--- src/rtl/atm_txcp_pkg.sv ---
package atm_txcp_pkg;

   localparam int unsigned BYTE_W = 8;

   typedef enum logic [1:0] {SEG_GFC, SEG_HDR, SEG_HEC, SEG_PAY} cell_seg_e;

   // one byte of serial CRC division, MSB first
   function automatic logic [BYTE_W-1:0] crc8_byte(input logic [BYTE_W-1:0] crc_in,
                                                   input logic [BYTE_W-1:0] din,
                                                   input logic [BYTE_W-1:0] poly);
      logic [BYTE_W-1:0] c;
      logic              fb;
      c = crc_in;
      for (int i = BYTE_W - 1; i >= 0; i--) begin
         fb = c[BYTE_W-1] ^ din[i];
         c  = {c[BYTE_W-2:0], 1'b0} ^ (fb ? poly : '0);
      end
      return c;
   endfunction

endpackage

--- src/rtl/atm_txcp_hec.sv ---
module atm_txcp_hec
   import atm_txcp_pkg::*;
#(
   parameter logic [BYTE_W-1:0] POLY  = 8'h07,
   parameter logic [BYTE_W-1:0] COSET = 8'h55
) (
   input  logic              clk,
   input  logic              rst_n,
   input  logic              step,
   input  logic              first,
   input  logic [BYTE_W-1:0] din,
   output logic [BYTE_W-1:0] hec
);

   logic [BYTE_W-1:0] crc_q;
   logic [BYTE_W-1:0] seed;

   assign seed = first ? '0 : crc_q;

   always_ff @(posedge clk) begin
      if (!rst_n)     crc_q <= '0;
      else if (step)  crc_q <= crc8_byte(seed, din, POLY);
   end

   assign hec = crc_q ^ COSET;


   crc_hold_chk: assert property (@(posedge clk) disable iff (!rst_n)
      !step |=> $stable(crc_q));

endmodule

--- src/rtl/atm_txcp_scrambler.sv ---
module atm_txcp_scrambler #(
   parameter int unsigned LAG = 43,
   parameter int unsigned W   = 8
) (
   input  logic         clk,
   input  logic         rst_n,
   input  logic         adv,
   input  logic [W-1:0] din,
   output logic [W-1:0] dout
);

   generate
      if (LAG <= W) begin : g_bad_lag
         $error("scrambler lag must exceed the byte width");
      end
   endgenerate

   // newest scrambled bit at index 0
   logic [LAG-1:0] hist_q;

   assign dout = din ^ hist_q[LAG-1:LAG-W];

   always_ff @(posedge clk) begin
      if (!rst_n)    hist_q <= '0;
      else if (adv)  hist_q <= {hist_q[LAG-W-1:0], dout};
   end


   hist_hold_chk: assert property (@(posedge clk) disable iff (!rst_n)
      !adv |=> $stable(hist_q));

endmodule

--- src/rtl/atm_txcp_gfc_ser.sv ---
module atm_txcp_gfc_ser #(
   parameter int unsigned W = 4
) (
   input  logic         clk,
   input  logic         rst_n,
   input  logic         shift,
   input  logic         ser_in,
   input  logic         load,
   output logic [W-1:0] hold
);

   generate
      if (W < 2) begin : g_bad_w
         $error("serial GFC width must be at least two");
      end
   endgenerate

   logic [W-1:0] sh_q;

   always_ff @(posedge clk) begin
      if (!rst_n) begin
         sh_q <= '0;
         hold <= '0;
      end else begin
         if (shift) sh_q <= {sh_q[W-2:0], ser_in};
         if (load)  hold <= sh_q;
      end
   end


   hold_stable_chk: assert property (@(posedge clk) disable iff (!rst_n)
      !load |=> $stable(hold));

endmodule

--- src/rtl/atm_tx_cell_proc.sv ---
module atm_tx_cell_proc
   import atm_txcp_pkg::*;
#(
   parameter int unsigned       CELL_BYTES  = 53,
   parameter int unsigned       HDR_BYTES   = 5,
   parameter int unsigned       GFC_W       = 4,
   parameter int unsigned       PTI_W       = 3,
   parameter int unsigned       SCR_LAG     = 43,
   parameter bit                SCR_PRESENT = 1'b1,
   parameter logic [BYTE_W-1:0] HEC_POLY    = 8'h07,
   parameter logic [BYTE_W-1:0] HEC_COSET   = 8'h55,
   parameter logic [BYTE_W-1:0] IDLE_FILL   = 8'h6A
) (
   input  logic              clk,
   input  logic              rst_n,
   input  logic              slot_req,
   input  logic              cell_avail,
   output logic              in_rd,
   input  logic [BYTE_W-1:0] in_data,
   input  logic              cfg_hec_en,
   input  logic              cfg_scr_en,
   input  logic [GFC_W-1:0]  cfg_idle_gfc,
   input  logic [PTI_W-1:0]  cfg_idle_pti,
   input  logic              cfg_idle_clp,
   input  logic [GFC_W-1:0]  cfg_gfc_mask,
   input  logic              gfc_ser_in,
   output logic              out_valid,
   output logic              out_soc,
   output logic [BYTE_W-1:0] out_data
);

   localparam int unsigned      CNT_W    = $clog2(CELL_BYTES);
   localparam logic [CNT_W-1:0] LAST_IDX = CNT_W'(CELL_BYTES - 1);
   localparam logic [CNT_W-1:0] HEC_IDX  = CNT_W'(HDR_BYTES - 1);
   localparam logic [CNT_W-1:0] PTI_IDX  = CNT_W'(HDR_BYTES - 2);
   localparam logic [CNT_W-1:0] SER_END  = CNT_W'(GFC_W);

   generate
      if (HDR_BYTES < 3 || HDR_BYTES >= CELL_BYTES) begin : g_bad_hdr
         $error("header length out of range");
      end
      if (GFC_W < 2 || GFC_W >= BYTE_W || GFC_W >= HDR_BYTES) begin : g_bad_gfc
         $error("GFC width out of range");
      end
      if (PTI_W + 1 > BYTE_W) begin : g_bad_pti
         $error("idle PTI field does not fit a byte");
      end
   endgenerate

   // cell sequencer
   logic             busy_q, assigned_q;
   logic [CNT_W-1:0] cnt_q;
   logic             last_byte, start;

   assign last_byte = busy_q && (cnt_q == LAST_IDX);
   assign start     = slot_req && (!busy_q || last_byte);

   always_ff @(posedge clk) begin
      if (!rst_n) begin
         busy_q     <= 1'b0;
         assigned_q <= 1'b0;
         cnt_q      <= '0;
      end else if (start) begin
         busy_q     <= 1'b1;
         assigned_q <= cell_avail;
         cnt_q      <= '0;
      end else if (last_byte) begin
         busy_q     <= 1'b0;
      end else if (busy_q) begin
         cnt_q      <= cnt_q + CNT_W'(1);
      end
   end

   assign in_rd = busy_q && assigned_q;

   // segment of the current byte
   cell_seg_e seg;
   always_comb begin
      if (cnt_q == '0)          seg = SEG_GFC;
      else if (cnt_q < HEC_IDX) seg = SEG_HDR;
      else if (cnt_q == HEC_IDX) seg = SEG_HEC;
      else                      seg = SEG_PAY;
   end

   // raw byte: buffer or generated idle content
   logic [BYTE_W-1:0] idle_raw, raw;
   always_comb begin
      if (cnt_q > HEC_IDX)       idle_raw = IDLE_FILL;
      else if (cnt_q == PTI_IDX) idle_raw = BYTE_W'({cfg_idle_pti, cfg_idle_clp});
      else                       idle_raw = '0;
   end
   assign raw = assigned_q ? in_data : idle_raw;

   // GFC selection
   logic [GFC_W-1:0]  gfc_base, gfc_pick, ser_hold;
   logic [BYTE_W-1:0] hdr_byte;

   assign gfc_base = assigned_q ? in_data[BYTE_W-1 -: GFC_W] : cfg_idle_gfc;
   assign gfc_pick = (cfg_gfc_mask & ser_hold) | (~cfg_gfc_mask & gfc_base);
   assign hdr_byte = (seg == SEG_GFC) ? {gfc_pick, raw[BYTE_W-GFC_W-1:0]} : raw;

   atm_txcp_gfc_ser #(.W(GFC_W)) u_gfc_ser (
      .clk    (clk),
      .rst_n  (rst_n),
      .shift  (busy_q && (cnt_q < SER_END)),
      .ser_in (gfc_ser_in),
      .load   (last_byte),
      .hold   (ser_hold)
   );

   // header check
   logic [BYTE_W-1:0] hec;
   atm_txcp_hec #(.POLY(HEC_POLY), .COSET(HEC_COSET)) u_hec (
      .clk   (clk),
      .rst_n (rst_n),
      .step  (busy_q && (seg == SEG_GFC || seg == SEG_HDR)),
      .first (seg == SEG_GFC),
      .din   (hdr_byte),
      .hec   (hec)
   );

   // payload scrambler variant
   logic [BYTE_W-1:0] scr_out;
   generate
      if (SCR_PRESENT) begin : g_scr
         logic adv;
         assign adv = busy_q && (seg == SEG_PAY) && cfg_scr_en;
         atm_txcp_scrambler #(.LAG(SCR_LAG), .W(BYTE_W)) u_scr (
            .clk   (clk),
            .rst_n (rst_n),
            .adv   (adv),
            .din   (raw),
            .dout  (scr_out)
         );
      end else begin : g_noscr
         assign scr_out = raw;
      end
   endgenerate

   logic [BYTE_W-1:0] byte_nxt;
   always_comb begin
      unique case (seg)
         SEG_HEC: byte_nxt = cfg_hec_en ? hec : raw;
         SEG_PAY: byte_nxt = cfg_scr_en ? scr_out : raw;
         default: byte_nxt = hdr_byte;
      endcase
   end

   always_ff @(posedge clk) begin
      if (!rst_n) begin
         out_valid <= 1'b0;
         out_soc   <= 1'b0;
         out_data  <= '0;
      end else begin
         out_valid <= busy_q;
         out_soc   <= busy_q && (cnt_q == '0);
         out_data  <= busy_q ? byte_nxt : '0;
      end
   end


   soc_in_cell_chk: assert property (@(posedge clk) disable iff (!rst_n)
      out_soc |-> out_valid);


   burst_head_chk: assert property (@(posedge clk) disable iff (!rst_n)
      $rose(out_valid) |-> out_soc);


   cnt_range_chk: assert property (@(posedge clk) disable iff (!rst_n)
      busy_q |-> (cnt_q <= LAST_IDX));


   rd_to_out_chk: assert property (@(posedge clk) disable iff (!rst_n)
      in_rd |=> out_valid);

endmodule

--- config.mk ---
export PLATFORM = sky130hd
export DESIGN_NAME = atm_tx_cell_proc
export DESIGN_NICKNAME = d
export VERILOG_FILES = /design/src/rtl/atm_txcp_pkg.sv /design/src/rtl/atm_txcp_hec.sv /design/src/rtl/atm_txcp_scrambler.sv /design/src/rtl/atm_txcp_gfc_ser.sv /design/src/rtl/atm_tx_cell_proc.sv
export SDC_FILE = /design/constraint.sdc
export NUM_CORES = 1
export LEC_CHECK = 0
export BUFFER_PORTS_ARGS = -buffer_cell sky130_fd_sc_hd__buf_4
export CAP_MARGIN = 40
export CELL_PAD_IN_SITES_DETAIL_PLACEMENT = 0
export CELL_PAD_IN_SITES_GLOBAL_PLACEMENT = 1
export CORE_MARGIN = 2
export CORE_UTILIZATION = 46
export CTS_CLUSTER_DIAMETER = 50
export DETAILED_ROUTE_END_ITERATION = 12
export PLACE_DENSITY = 0.9
export RECOVER_POWER = 100
export REMOVE_ABC_BUFFERS = 1
export SYNTH_ARGS = -nofsm -noshare
export SYNTH_HDL_FRONTEND = slang
export SYNTH_HIERARCHICAL = 1
export SYNTH_SLANG_ARGS = --single-unit
--- constraint.sdc ---
create_clock -name clk -period 3.36 [get_ports clk]
set_clock_uncertainty 0.1 [all_clocks]
set_input_delay 0.672 -clock clk [delete_from_list [all_inputs] [get_ports clk]]
set_output_delay 0.672 -clock clk [all_outputs]
set_load 0.05 [all_outputs]
==> results_dict.tcl, run 1 <==
set metrics [dict create \
    clock_path_buffers 2 \
    worstPathRequired_ns 3.54 \
    reg2reg_from "cnt_q[0]" \
    drcViolationCount 1 \
    synth_area_mm2 0.00400 \
    rows 34 \
    place_area_mm2 0.00427 \
    die-area_mm2 0.00946 \
    crit_arrival_ns 3.25 \
    cts_buffers 9 \
    async_reset_ff_frac 0 \
    yosysSeqAreaShare 0.385 \
    synthFlopType "dfxtp_1" \
    drv_slew 0 \
    worstRegToRegCells 11 \
    cp_max_fo 9 \
    final_nets 480 \
    post_cts_resized 0 \
    setup_violations 0 \
    fin_crit_sh 0.912 \
    power_leakage_nw 1.64 \
    ys_warn_count 6 \
    clock_latency_ns 0.35 \
    grt_pass1_wl_um 14500 \
    totalNegativeSetupSlack_ns 0 \
    clock-sinks 77 \
    cts_tree "yes" \
    drt_first_pass_iters 10 \
    grt_pass1_vias 2909 \
    multi_input_area_mm2 0.00213 \
    min_from "u_hec/crc_q[4]" \
    layout-drive-gt1-share 0.125 \
    slew_headroom 0.292 \
    status "complete, but fails checks" \
    die_h_um 97.3 \
    die_w_um 97.3 \
    cts_setup_buffers 0 \
    rsz0062_at_grt "false" \
    cpPeakStageDelay_ns 0.42 \
    slowest_stage "xnor3_1" \
    yosys.area.top_type_share 0.385 \
    avgViaCountPerCell 5.35 \
    place.gp.congestion 0.872 \
    antenna_cells 0 \
    register_area_mm2 0.00154 \
    coreArea_mm2 0.00859 \
    fmax_mhz 326 \
    cts.reportedPaths.clkPinSlew_ns 0.08 \
    crit_chain "inv_1 > ha_1 > clkbuf_1 > nand2_1 > clkinv_2 > a32oi_2 > xnor2_2 > xnor3_1 > xnor2_2 > xnor3_1 > a21oi_1" \
    hold_viol 0 \
    wl_um 8720 \
    io_pins 38 \
    syn_to_final_growth_pct 10.4 \
    crit_path_start_kind "register" \
    place_hpwl_um 6440 \
    ant_nets 0 \
    wl_per_cell_um 15.5 \
    via_count 3020 \
    postCtsHoldBufs 0 \
    min_path_type "reg2reg" \
    period_needed_ns 3.06 \
    synth_edf_count 0 \
    final_cell_area_mm2 0.00442 \
    antenna_found_initial 0 \
    fill_cells 804 \
    placed_cells 548 \
    netlist_top_cells_area "dfxtp_1 (39%), mux2i_1 (12%), nor2b_1 (8.4%)" \
    worstHoldEndpoint "u_hec/crc_q[4]" \
    violations "DRC" \
    criticalPathCategory "reg2reg" \
    drv_cap 0 \
    syn_inst 422 \
    first_iter_violations 191 \
    grt_max_degree 60 \
    crit_start "cnt_q[0]" \
    synth.largest_area_cell "dfxtp_1" \
    io_buffer_count 37 \
    endpoint_kind "register" \
    h-tree-depth 3 \
    grt_usage 0.190 \
    finalNonFillerCells 564 \
    initial_utilization 0.466 \
    holdPathStages 2 \
    root_buffer "clkbuf_8" \
    r2r_end "u_hec/crc_q[2]" \
    ir_drop_uv 222 \
    tightest_slew_ns 1.06 \
    syn_avg_cell_area_um2 9.48 \
    ys_seq_elements 77 \
    powerDensity_mw_per_mm2 460 \
    ys_types 53 \
    grt_overflow 0 \
    r2r_slack_ns 0.30 \
]
[final cells by class]
class / instances / share of cell area
multi-input cells: 290 / 0.483
flip-flops and latches: 77 / 0.349
repair buffers: 45 / 0.0649
well taps: 108 / 0.0306
clock buffers: 10 / 0.0289
inverters: 28 / 0.0241
clock inverters: 6 / 0.0195
[per-stage QoR]
stage | setup slack, ns | hold WS (ns) | total power [mW] | util
final | 0.296 | 0.413 | 2.03 | 0.514
after global routing | 0.107 | 0.448 | 2.11 | 0.514
after detailed placement | 0.405 | 0.395 | 1.30 | 0.497
after global placement | 0.494 | 0.386 | 1.29 | 0.497
after CTS | 0.411 | 0.419 | 2.05 | 0.522
after floorplan | 0.215 | 0.357 | 1.20 | -
[Yosys cell counts (2+ instances only)]
| master | number |
|---|---|
| buf_12 | 3 |
| buf_6 | 4 |
| nand3_1 | 6 |
| nor2b_1 | 54 |
| o21ai_2 | 2 |
| a21boi_0 | 5 |
| a21oi_1 | 19 |
| xnor2_2 | 2 |
| a221oi_1 | 2 |
| nor2_1 | 17 |
| buf_2 | 6 |
| nor3_1 | 4 |
| xnor3_1 | 4 |
| nand4_1 | 6 |
| o2bb2ai_1 | 2 |
| nand2b_1 | 5 |
| a31oi_1 | 3 |
| nand2_1 | 16 |
| xor2_1 | 3 |
| or3_1 | 2 |
| xnor2_1 | 25 |
| dfxtp_1 | 77 |
| nor4_1 | 2 |
| inv_1 | 27 |
| o221a_1 | 2 |
| o21ai_0 | 16 |
| nor3b_1 | 3 |
| buf_4 | 4 |
| a211oi_1 | 3 |
| o221ai_1 | 4 |
| o211ai_1 | 4 |
| ha_1 | 2 |
| o2111ai_1 | 2 |
| o21ai_1 | 6 |
| a32oi_2 | 2 |
| o21ba_1 | 2 |
| and3_1 | 7 |
| mux2i_1 | 47 |
| clkbuf_1 | 8 |
[critical path, delay by kind of cell, from the launching register on]
family                     cells  cell delay [ns]
AOI/OAI and AO/OA              2             0.50
xor gates and xnor gates       4             1.23
adders and majority gates      1             0.20
buffers and inverters          3             0.36
DFF                            1             0.40
and+or+nand+nor                1             0.22
[worst max-delay path by stage]
stage | slack (ns) | cells past startpoint | to
after floorplan | 0.22 | 7 | g_scr.u_scr/hist_q[0]
after global placement | 0.49 | 8 | u_hec/crc_q[2]
after detailed placement | 0.40 | 8 | u_hec/crc_q[2]
after CTS | 0.41 | 8 | u_hec/crc_q[2]
after global routing | 0.11 | 7 | u_hec/crc_q[2]
final | 0.30 | 11 | u_hec/crc_q[2]
[sequential cells by signal (all words and copies together), names as in the netlist]
signal	count
out_valid	1
out_soc	1
cnt_q	6
out_data	8
u_gfc_ser/hold	4
g_scr.u_scr/hist_q	43
assigned_q	1
u_hec/crc_q	8
busy_q	1
u_gfc_ser/sh_q	4
[routing by layer]
metal | GRT usage | vias to the layer above | share of wire
li1 | - | 1504 | -
met1 | 0.247 | 1398 | 0.46
met2 | 0.316 | 93 | 0.48
met3 | 0.0338 | 25 | 0.037
met4 | 0.0759 | 0 | 0.023
met5 | 0 | - | 0
[power by group]
part	leakage (nW)	total, mW	switching (mW)	internal [mW]
Combinational	0.913	0.314	0.156	0.158
Clock	0.107	0.757	0.339	0.418
Sequential	0.623	0.960	0.0260	0.934
Total	1.64	2.03	0.521	1.51
[placed cells by master (no fill, tap or decap), types with 3 or more instances in the layout]
cell	netlist	final
clkinv_2	1	3
a21oi_1	19	19
nor2b_1	54	54
o221ai_1	4	4
xnor2_1	25	25
dfxtp_1	77	77
buf_4	4	31
o21ai_1	6	4
and3_1	7	7
nand4_1	6	6
nor3_1	4	4
inv_1	27	27
a211oi_1	3	3
clkbuf_8	0	9
nor3b_1	3	3
a21boi_0	5	5
nor2_1	17	17
a31oi_1	3	3
xnor3_1	4	4
nand2_1	16	17
o21ai_0	16	19
nand3_1	6	6
o211ai_1	4	4
mux2i_1	47	47
nand2b_1	5	5
clkbuf_1	8	14
xor2_1	3	3
[kinds of logic (layout without fill, tap and decap cells)]
kind of cell	Yosys count	count (layout)	share of synthesized area
AO/OA/AOI/OAI	78	78	0.132
XOR/XNOR	34	34	0.0919
adder cells (fa/ha/maj)	2	2	0.00625
buffers and inverters	55	89	0.0800
flip-flops	77	77	0.385
multiplexers	48	48	0.120
AND/OR/NAND/NOR	128	128	0.184
No activity file was read; power rests on OpenSTA's default activity.
==> inputs of run 2 (changes only) <==
==> constraint.sdc (replaced) <==
create_clock -name clk -period 3 [get_ports clk]
set_clock_uncertainty 0.1 [all_clocks]
set_input_delay 0.6 -clock clk [delete_from_list [all_inputs] [get_ports clk]]
set_output_delay 0.6 -clock clk [all_outputs]
set_load 0.005 [all_outputs]
==> run 2 against run 1 <==
The run now ends clean; register-to-register slack got worse by 0.17 ns; via count fell by 0.89%; combinational power rose by 11%; routed wire length rose by 0.36%.
==> results_dict.tcl, run 2 (synthesized netlist as in run 1, its figures left out) <==
set metrics [dict create \
    layout_commonest_cell "dfxtp_1" \
    worstPathRequired_ns 3.18 \
    crit_arrival_ns 3.05 \
    io_buffer_count 37 \
    grt_overflow 0 \
    p_seq_frac 0.464 \
    initial_utilization 0.466 \
    rsz0062_at_grt "true" \
    layout_common_cells "dfxtp_1 (77), nor2b_1 (54), mux2i_1 (47)" \
    antenna_found_initial 0 \
    finalNonFillerCells 571 \
    grt_pass1_vias 2964 \
    post_cts_resized 0 \
    place_hpwl_um 6540 \
    final_nets 487 \
    utilization 0.528 \
    r2r_slack_ns 0.13 \
    drv_cap 0 \
    netSwitchingPower_uw 586 \
    multi_input_area_mm2 0.00214 \
    cts_tree "yes" \
    drcViolationCount 0 \
    tightest_slew_ns 0.828 \
    die_w_um 97.3 \
    reg_top3 "g_scr.u_scr/hist_q: 43 flops, out_data: 8 flops, u_hec/crc_q: 8 flops" \
    cts_buffers 9 \
    period_needed_ns 2.87 \
    clockPowerShare 0.385 \
    p_int_mw 1.73 \
    wl_um 8750 \
    endpoint_kind "register" \
    rows 34 \
    totalNegativeSetupSlack_ns 0 \
    combPwrFrac 0.151 \
    cpPeakStageDelay_ns 0.51 \
    total_power_mw 2.32 \
    grt_pass1_wl_um 14400 \
    place.gp.congestion 0.850 \
    ir_drop_uv 275 \
    cts_setup_buffers 0 \
    place_area_mm2 0.00431 \
    clock_path_buffers 2 \
    largest_reg_flops 43 \
    cts.reportedPaths.clkPinSlew_ns 0.08 \
    slew_headroom 0.448 \
    status "complete, no violations" \
    critPathMostFrequentCell "xnor3_1" \
    power_leakage_nw 1.73 \
    fill_cells 807 \
    timing.final.ws_setup_ns 0.129 \
    fmax_mhz 348 \
    swShare 0.253 \
    drv_slew 0 \
    cp_max_fo 7 \
    postCtsHoldBufs 0 \
    criticalPathCategory "reg2reg" \
    min_path_type "reg2reg" \
    syn_to_final_growth_pct 13.5 \
    clock-sinks 77 \
    layout-drive-gt1-share 0.175 \
    crit_chain "nor4_4 > buf_4 > nand3_1 > o21ai_0 > xnor3_1 > xnor2_2 > xnor3_1 > a21oi_1" \
    antenna_cells 0 \
    powerDensity_mw_per_mm2 510 \
    register_area_mm2 0.00154 \
    crit_path_start_kind "register" \
    avgViaCountPerCell 5.24 \
    final_cell_area_mm2 0.00454 \
    clock_latency_ns 0.34 \
    placed_cells 555 \
    timing.hold.ws_ns 0.394 \
    first_iter_violations 226 \
    via_count 2993 \
    grt_max_degree 60 \
    wl_per_cell_um 15.3 \
    slowest_stage "xnor3_1" \
    hold_viol 0 \
    max_flop_register "g_scr.u_scr/hist_q" \
    grt_usage 0.190 \
    die-area_mm2 0.00946 \
    ant_nets 0 \
    h-tree-depth 3 \
    setup_violations 0 \
    coreArea_mm2 0.00859 \
    drt_first_pass_iters 4 \
    die_h_um 97.3 \
    place_ws_ns 0.204 \
    root_buffer "clkbuf_8" \
    fin_crit_sh 0.957 \
    io_pins 38 \
]
[run 2: cell count changes in the layout (fill, tap and decap cells not counted), sizes merged]
cell / previous run / this run
inv: 28 / 29
buf: 32 / 39
clkinv: 3 / 2
[run 2: path summary, 6_finish.rpt]
path | end | cells after the start | startpoint
max | u_hec/crc_q[2] | 8 | cnt_q[5]
min | u_hec/crc_q[4] | 2 | u_hec/crc_q[4]
max reg2reg | u_hec/crc_q[2] | 8 | cnt_q[5]
min reg2reg | u_hec/crc_q[4] | 2 | u_hec/crc_q[4]
[run 2: final cells by class]
type	instances	share of cell area
clock inverter	6	0.0207
multi-input combinational	290	0.471
sequential	77	0.339
inverter	28	0.0234
clock buffer	10	0.0303
tap	108	0.0298
timing repair buffer	52	0.0849
[run 2: per-layer routing]
metal | global-route usage | wire [um] | vias to the layer above
met1 | 0.239 | 4000 | 1411
met3 | 0.0388 | 307 | 13
met4 | 0.0769 | 194 | 0
met2 | 0.319 | 4250 | 51
met5 | 0 | 0 | -
li1 | - | - | 1518
[run 2: worst max-delay path: cells and delay by family, from the launching register on]
family / cells / cell delay, ns
xor gates and xnor gates: 3 / 1.18
DFF: 1 / 0.41
buffers and inverters: 1 / 0.20
AOI/OAI and AO/OA: 2 / 0.47
and+or+nand+nor: 2 / 0.45
[run 2: power groups by stage]
stage	Clock [mW]	Combinational [mW]	Sequential, mW
after floorplan	0	0.241	1.09
after global placement	0	0.338	1.10
after detailed placement	0	0.343	1.10
after CTS	0.914	0.348	1.07
after global routing	0.959	0.373	1.08
final	0.892	0.350	1.08
